$ cat config.mk
export PLATFORM = sky130hd
export DESIGN_NAME = serial_tx_path
export DESIGN_NICKNAME = d
export VERILOG_FILES = /design/src/rtl/serial_tx_pkg.sv /design/src/rtl/serial_tx_data.sv /design/src/rtl/serial_tx_ctrl.sv /design/src/rtl/serial_tx_path.sv
export SDC_FILE = /design/constraint.sdc
export NUM_CORES = 1
export LEC_CHECK = 0
export BUFFER_PORTS_ARGS = -buffer_cell sky130_fd_sc_hd__buf_2
export CAP_MARGIN = 40
export CORE_AREA = 2 2 156 158
export DETAILED_ROUTE_END_ITERATION = 8
export DIE_AREA = 0 0 158 160
export GPL_TIMING_DRIVEN = 0
export MAX_ROUTING_LAYER = met4
export PLACE_DENSITY = 0.45
export SLEW_MARGIN = 20
export SYNTH_ARGS = -nofsm -noshare
export SYNTH_HDL_FRONTEND = slang
export SYNTH_SLANG_ARGS = --single-unit
$ cat constraint.sdc
create_clock -name clk -period 4 [get_ports clk]
set_input_delay 0.8 -clock clk [delete_from_list [all_inputs] [get_ports clk]]
set_output_delay 0.8 -clock clk [all_outputs]
set_load 0.01 [all_outputs]
$ cat src/rtl/serial_tx_pkg.sv
package serial_tx_pkg;

  // Widest character the shifter carries; word length spans 5 to this.
  localparam int unsigned CHAR_W = 8;
  localparam int unsigned MIN_CHAR = 5;

  typedef enum logic [2:0] {
    TX_IDLE,
    TX_START,
    TX_DATA,
    TX_PARITY,
    TX_STOP
  } txState_t;

  // Strobes the controller issues to the datapath each cycle.
  typedef struct packed {
    logic push;   // store wrData into the holding stage
    logic load;   // move the oldest byte into the shift register
    logic shift;  // advance the shift register by one data bit
  } txStrobe_t;

endpackage

$ cat src/rtl/serial_tx_data.sv
module serial_tx_data
  import serial_tx_pkg::*;
#(
  parameter int unsigned DEPTH = 16
) (
  input  logic              clk,
  input  logic              rstN,
  input  txStrobe_t         strobe,
  input  logic [CHAR_W-1:0] wrData,
  input  logic              fifoMode,
  input  logic [1:0]        wordLen,
  input  logic              parityOdd,
  output logic              bufEmpty,
  output logic              bufRoom,
  output logic              shiftLsb,
  output logic              parityBit
);

  localparam int unsigned PTR_W = (DEPTH > 1) ? $clog2(DEPTH) : 1;
  localparam int unsigned CNT_W = $clog2(DEPTH + 1);
  localparam logic [PTR_W-1:0] LAST_PTR = PTR_W'(DEPTH - 1);

  logic [CHAR_W-1:0] store [DEPTH];
  logic [PTR_W-1:0]  wrPtr, rdPtr;
  logic [CNT_W-1:0]  fill;
  logic [CNT_W-1:0]  capacity;
  logic [CHAR_W-1:0] charMask;
  logic [CHAR_W-1:0] headMasked;
  logic [CHAR_W-1:0] shiftReg;
  logic              parityReg;

  assign capacity = fifoMode ? CNT_W'(DEPTH) : CNT_W'(1);
  assign bufEmpty = (fill == '0);
  assign bufRoom  = (fill < capacity);

  // Bits beyond the selected word length are forced to zero.
  always_comb begin
    for (int i = 0; i < CHAR_W; i++) begin
      charMask[i] = (4'(i) < ({2'b00, wordLen} + 4'(MIN_CHAR)));
    end
  end

  assign headMasked = store[rdPtr] & charMask;

  always_ff @(posedge clk) begin
    if (strobe.push) begin
      store[wrPtr] <= wrData;
    end
  end

  always_ff @(posedge clk) begin
    if (!rstN) begin
      wrPtr <= '0;
      rdPtr <= '0;
      fill  <= '0;
    end else begin
      if (strobe.push) begin
        wrPtr <= (wrPtr == LAST_PTR) ? '0 : wrPtr + 1'b1;
      end
      if (strobe.load) begin
        rdPtr <= (rdPtr == LAST_PTR) ? '0 : rdPtr + 1'b1;
      end
      case ({strobe.push, strobe.load})
        2'b10:   fill <= fill + 1'b1;
        2'b01:   fill <= fill - 1'b1;
        default: fill <= fill;
      endcase
    end
  end

  always_ff @(posedge clk) begin
    if (!rstN) begin
      shiftReg  <= '0;
      parityReg <= 1'b0;
    end else if (strobe.load) begin
      shiftReg  <= headMasked;
      parityReg <= (^headMasked) ^ parityOdd;
    end else if (strobe.shift) begin
      shiftReg  <= {1'b0, shiftReg[CHAR_W-1:1]};
    end
  end

  assign shiftLsb  = shiftReg[0];
  assign parityBit = parityReg;

endmodule

$ cat src/rtl/serial_tx_ctrl.sv
module serial_tx_ctrl
  import serial_tx_pkg::*;
#(
  parameter int unsigned OVERSAMPLE = 16
) (
  input  logic       clk,
  input  logic       rstN,
  input  logic       tick16,
  input  logic       wrValid,
  input  logic       bufEmpty,
  input  logic       bufRoom,
  input  logic [1:0] wordLen,
  input  logic       parityEn,
  input  logic       irqEnable,
  input  logic       irqAck,
  input  logic       shiftLsb,
  input  logic       parityBit,
  output txStrobe_t  strobe,
  output logic       txd,
  output logic       busy,
  output logic       txIrq
);

  localparam int unsigned TICK_W = (OVERSAMPLE > 1) ? $clog2(OVERSAMPLE) : 1;
  localparam logic [TICK_W-1:0] LAST_TICK = TICK_W'(OVERSAMPLE - 1);

  txState_t          state, stateNext;
  logic [TICK_W-1:0] tickCnt;
  logic [2:0]        bitIdx;
  logic [2:0]        lastIdx;
  logic              bitEnd;
  logic              frameEnd;
  logic              loadNow;
  logic              holdEmptyQ;
  logic              emptyRise;
  logic              irqPend;

  assign lastIdx  = 3'({1'b0, wordLen} + 3'(MIN_CHAR - 1));
  assign bitEnd   = tick16 && (tickCnt == LAST_TICK);
  assign frameEnd = (state == TX_STOP) && bitEnd;
  assign loadNow  = !bufEmpty && ((state == TX_IDLE) || frameEnd);

  always_comb begin
    strobe.load  = loadNow;
    strobe.push  = wrValid && (bufRoom || loadNow);
    strobe.shift = (state == TX_DATA) && bitEnd;
  end

  always_comb begin
    stateNext = state;
    case (state)
      TX_IDLE:   if (loadNow) stateNext = TX_START;
      TX_START:  if (bitEnd) stateNext = TX_DATA;
      TX_DATA:   if (bitEnd && (bitIdx == lastIdx))
                   stateNext = parityEn ? TX_PARITY : TX_STOP;
      TX_PARITY: if (bitEnd) stateNext = TX_STOP;
      TX_STOP:   if (bitEnd) stateNext = loadNow ? TX_START : TX_IDLE;
      default:   stateNext = TX_IDLE;
    endcase
  end

  always_ff @(posedge clk) begin
    if (!rstN) begin
      state   <= TX_IDLE;
      tickCnt <= '0;
      bitIdx  <= '0;
    end else begin
      state <= stateNext;
      if (loadNow || state == TX_IDLE) begin
        tickCnt <= '0;
      end else if (tick16) begin
        tickCnt <= bitEnd ? '0 : tickCnt + 1'b1;
      end
      if (state != TX_DATA) begin
        bitIdx <= '0;
      end else if (bitEnd) begin
        bitIdx <= bitIdx + 1'b1;
      end
    end
  end

  always_comb begin
    case (state)
      TX_START:  txd = 1'b0;
      TX_DATA:   txd = shiftLsb;
      TX_PARITY: txd = parityBit;
      default:   txd = 1'b1;
    endcase
  end

  assign busy = (state != TX_IDLE);

  // Interrupt latches on the holding stage turning empty.
  assign emptyRise = bufEmpty && !holdEmptyQ;

  always_ff @(posedge clk) begin
    if (!rstN) begin
      holdEmptyQ <= 1'b1;
      irqPend    <= 1'b0;
    end else begin
      holdEmptyQ <= bufEmpty;
      if (wrValid) begin
        irqPend <= 1'b0;
      end else if (emptyRise) begin
        irqPend <= 1'b1;
      end else if (irqAck) begin
        irqPend <= 1'b0;
      end
    end
  end

  assign txIrq = irqPend && irqEnable;

endmodule

$ cat src/rtl/serial_tx_path.sv
module serial_tx_path
  import serial_tx_pkg::*;
#(
  parameter int unsigned DEPTH      = 16,
  parameter int unsigned OVERSAMPLE = 16
) (
  input  logic       clk,
  input  logic       rstN,
  input  logic       tick16,
  input  logic       fifoMode,
  input  logic [1:0] wordLen,
  input  logic       parityEn,
  input  logic       parityOdd,
  input  logic       wrValid,
  input  logic [7:0] wrData,
  input  logic       irqEnable,
  input  logic       irqAck,
  output logic       txd,
  output logic       holdEmpty,
  output logic       txEmpty,
  output logic       txIrq
);

  txStrobe_t strobe;
  logic      bufEmpty;
  logic      bufRoom;
  logic      shiftLsb;
  logic      parityBit;
  logic      shiftBusy;

  serial_tx_ctrl #(.OVERSAMPLE(OVERSAMPLE)) u_ctrl (
    .clk       (clk),
    .rstN      (rstN),
    .tick16    (tick16),
    .wrValid   (wrValid),
    .bufEmpty  (bufEmpty),
    .bufRoom   (bufRoom),
    .wordLen   (wordLen),
    .parityEn  (parityEn),
    .irqEnable (irqEnable),
    .irqAck    (irqAck),
    .shiftLsb  (shiftLsb),
    .parityBit (parityBit),
    .strobe    (strobe),
    .txd       (txd),
    .busy      (shiftBusy),
    .txIrq     (txIrq)
  );

  serial_tx_data #(.DEPTH(DEPTH)) u_data (
    .clk       (clk),
    .rstN      (rstN),
    .strobe    (strobe),
    .wrData    (wrData),
    .fifoMode  (fifoMode),
    .wordLen   (wordLen),
    .parityOdd (parityOdd),
    .bufEmpty  (bufEmpty),
    .bufRoom   (bufRoom),
    .shiftLsb  (shiftLsb),
    .parityBit (parityBit)
  );

  assign holdEmpty = bufEmpty;
  assign txEmpty   = bufEmpty && !shiftBusy;

endmodule

==> impl_metrics.csv <==
group,metric,value,unit
final_layout,antenna_cells,0,
power,p_per_area,621,nW/um2
worst_setup_path,cpMaxStageDelayCell,"nor3_2",
die,coreArea,23800,um2
final_layout,drive_gt1_share,22.5,%
worst_setup_path,cp-start-kind,"register",
timing,report.final.slew_viol_count,0,
drt,vias_per_cell,4.68,
grt,grt_max_degree,19,
timing,timing.final.crit_period,3030,ps
worst_setup_path,crit_start,"u_ctrl.tickCnt[0]$_SDFFE_PP0P_",
worst_setup_path,crit_family,"simple AND/OR/NAND/NOR gates",
synthesis,synth_edf_count,128,
clock_tree,clock-sinks,166,
drt,wl_per_cell,17.7,um
synthesis,syn_avg_cell_area,15.2,um2
grt,track_usage,13.2,%
drt,vias,3993,
grt,grt_overflow,0,
die,start_util,29.3,%
timing,hold_slack,483,ps
timing,fmax,330,MHz
die,rows,57,
final_layout,syn_to_final_growth,17.8,%
die,die-area,25300,um2
die,die_y,160,um
timing,rsz0062_at_grt,"no",
worst_setup_path,crit_buf_inv,1,
final_layout,post-route-util,34.5,%
synthesis,synth.distinct_cells,54,
drt,drt_wl_total,15200,um
clock_tree,htreeDepth,4,
drt,drc,0,
power,finalPower,5.10,mW
run_status,status,"completed",
placement,io_buffers,22,
synthesis,netlist_instances,460,
placement,gp_congestion,0.759,
synthesis,synth_top_area_cell,"edfxtp_1",
synthesis,yosys_warnings,0,
die,io_pins,23,
synthesis,dominantRegCellSynth,"edfxtp_1",
worst_setup_path,reg2reg_from,"u_ctrl.tickCnt[0]$_SDFFE_PP0P_",
worst_setup_path,cp_max_fo,7,
clock_tree,post-cts-setup-buffers,0,
worst_setup_path,cpPeakStageDelay,460,ps
placement,dp_hpwl,10600,um
synthesis,synth_area,6970,um2
die,die_w,158,um
hold_path,hold_class,"register to register",
worst_setup_path,cpMostUsedCell,"nand2_1",
worst_setup_path,worstSetupPathType,"register to register",
clock_tree,cts_resized,0,
drt,drtIter0Drc,236,
clock_tree,cts_made_buffers,17,
timing,timing.setup.tns,0,ps
grt,grt_antenna_before_repair,0,
synthesis,ys_seq_elements,166,
timing,setup_viol,0,
grt,grt_pass1_wl,23800,um
worst_setup_path,arrival,3170,ps
flow_run,cap_violations,0,
clock_tree,clockRootBuffer,"clkbuf_16",
synthesis,syn-num-nets,491,
drt,dr.pass1.iters,4,
drt,ant_nets,0,
timing,hold_viol,0,
timing,worst_pin_slew,642,ps
synthesis,async_flop_share,0,%
power,vdd_drop_max,0.000310,V
worst_setup_path,crit_chain,"ha_1, nand4_1, nand2_1, nand3_1, a21boi_2, nand2_1, nor3_2, buf_4",
timing,skew,7.68,ps
clock_tree,cts_tree,"yes",
synthesis,synth_top_area_share,55.1,%
clock_tree,clock_latency,430,ps
clock_tree,postCtsHoldBufs,0,
timing,max-slew-margin-rel,57.0,%
timing,period_share,75.7,%
worst_setup_path,cp.required,4140,ps
synthesis,netlist_top_cells_area,"edfxtp_1 (55%), dfxtp_1 (11%), mux4_2 (7.1%)",
hold_path,hold_start,"u_data.parityBit$_SDFFE_PN0N_",
worst_setup_path,crit_path_end_kind,"register",
grt,grt_pass1_vias,4088,
clock_tree,clk_path_buf_depth,2,
clock_tree,clkTransAtPathRegs,70,ps
power,p_leak,2.79,nW
final_layout,nets,548,
synthesis,ys_seq_area_share,66.1,%
[cell type report]
cell class              count  area (um2)
plain buffers              21         145
inverters                  12        45.0
multi-input cells         261        2200
repair buffers             38         230
well taps                 324         405
flip-flops and latches    166        4600
fillers                  2335       15600
clock buffers              17         425
clock inverters            15         156
[cells by family (layout without fill, tap and decap cells)]
family / after synthesis / after routing / synth area share [%]
AO/OA/AOI/OAI: 54 / 54 / 5.26
XOR/XNOR: 18 / 18 / 2.57
adder cells (fa/ha/maj): 12 / 12 / 2.26
buffers and inverters: 33 / 103 / 2.73
flip-flops: 166 / 166 / 66.1
multiplexers: 40 / 40 / 12.3
AND/OR/NAND/NOR: 137 / 137 / 8.85
[layout by cell type (no fill, tap or decap), drive strengths merged, types with 2 or more instances in the layout]
cell type / Yosys / final
nand3: 21 / 21
nand2b: 4 / 4
dfxtp: 38 / 38
ha: 11 / 11
nor2b: 2 / 2
or2: 2 / 2
mux4: 33 / 33
xnor2: 12 / 12
mux2i: 6 / 6
clkbuf: 9 / 26
a311oi: 8 / 8
or3: 3 / 3
inv: 11 / 19
a21oi: 20 / 20
nand2: 42 / 42
a22o: 2 / 2
clkinv: 1 / 8
edfxtp: 128 / 128
a21o: 3 / 3
a31oi: 2 / 2
nor2: 45 / 45
o21ai: 7 / 7
a22oi: 8 / 8
buf: 12 / 50
xor2: 5 / 5
nand4: 3 / 3
and2b: 2 / 2
nor3: 6 / 6
and2: 2 / 2
[flip-flops by register name, summed over array words and instances, names as in the netlist, named ones only]
signal	cells
u_ctrl.bitIdx	3
u_ctrl.holdEmptyQ	1
u_ctrl.irqPend	1
u_ctrl.state	3
u_ctrl.tickCnt	4
u_data.fill	5
u_data.parityBit	1
u_data.rdPtr	4
u_data.shiftReg	8
u_data.store	128
u_data.wrPtr	4
[per-layer routing]
layer,vias up,GRT usage (%),routed length [um]
met5,-,-,0
met4,0,3.48,112
met3,12,2.93,451
met2,86,21.1,7500
met1,2022,17.0,7090
li1,1873,-,-
[stage by stage]
stage | instances | cell area [um2] | setup slack, ps
after detailed placement | 821 | 7620 | 624
after global routing | 854 | 8210 | 580
final | 854 | 8210 | 972
after CTS | 853 | 8200 | 931
after global placement | 806 | 7490 | -8.07
after floorplan | 460 | 6970 | 1210
[synthesized netlist by cell type (all sizes together) (2+ instances only)]
cell      n
a21o      3
a21oi    20
a22o      2
a22oi     8
a311oi    8
a31oi     2
and2      2
and2b     2
buf      12
clkbuf    9
dfxtp    38
edfxtp  128
ha       11
inv      11
mux2i     6
mux4     33
nand2    42
nand2b    4
nand3    21
nand4     3
nor2     45
nor2b     2
nor3      6
o21ai     7
or2       2
or3       3
xnor2    12
xor2      5
[worst paths after layout]
path	slack [ps]	to	cells after the start
worst max-delay path	970	u_data.store[3][3]$_DFFE_PP_	8
worst min-delay path	480	u_data.parityBit$_SDFFE_PN0N_	2
worst max register to register	970	u_data.store[3][3]$_DFFE_PP_	8
worst min register to register	480	u_data.parityBit$_SDFFE_PN0N_	2
[tightest hold or removal path, cell delays in order (launching register included)]
cell     delay, ps
dfxtp_1        310
nand3_1         70
o31ai_2         60
[power breakdown]
group | switching, mW | internal [mW] | total (mW)
Combinational | 0.762 | 0.677 | 1.44
Sequential | 0.0633 | 1.99 | 2.06
Clock | 0.766 | 0.836 | 1.60
Power figures use the tool's default switching activity.
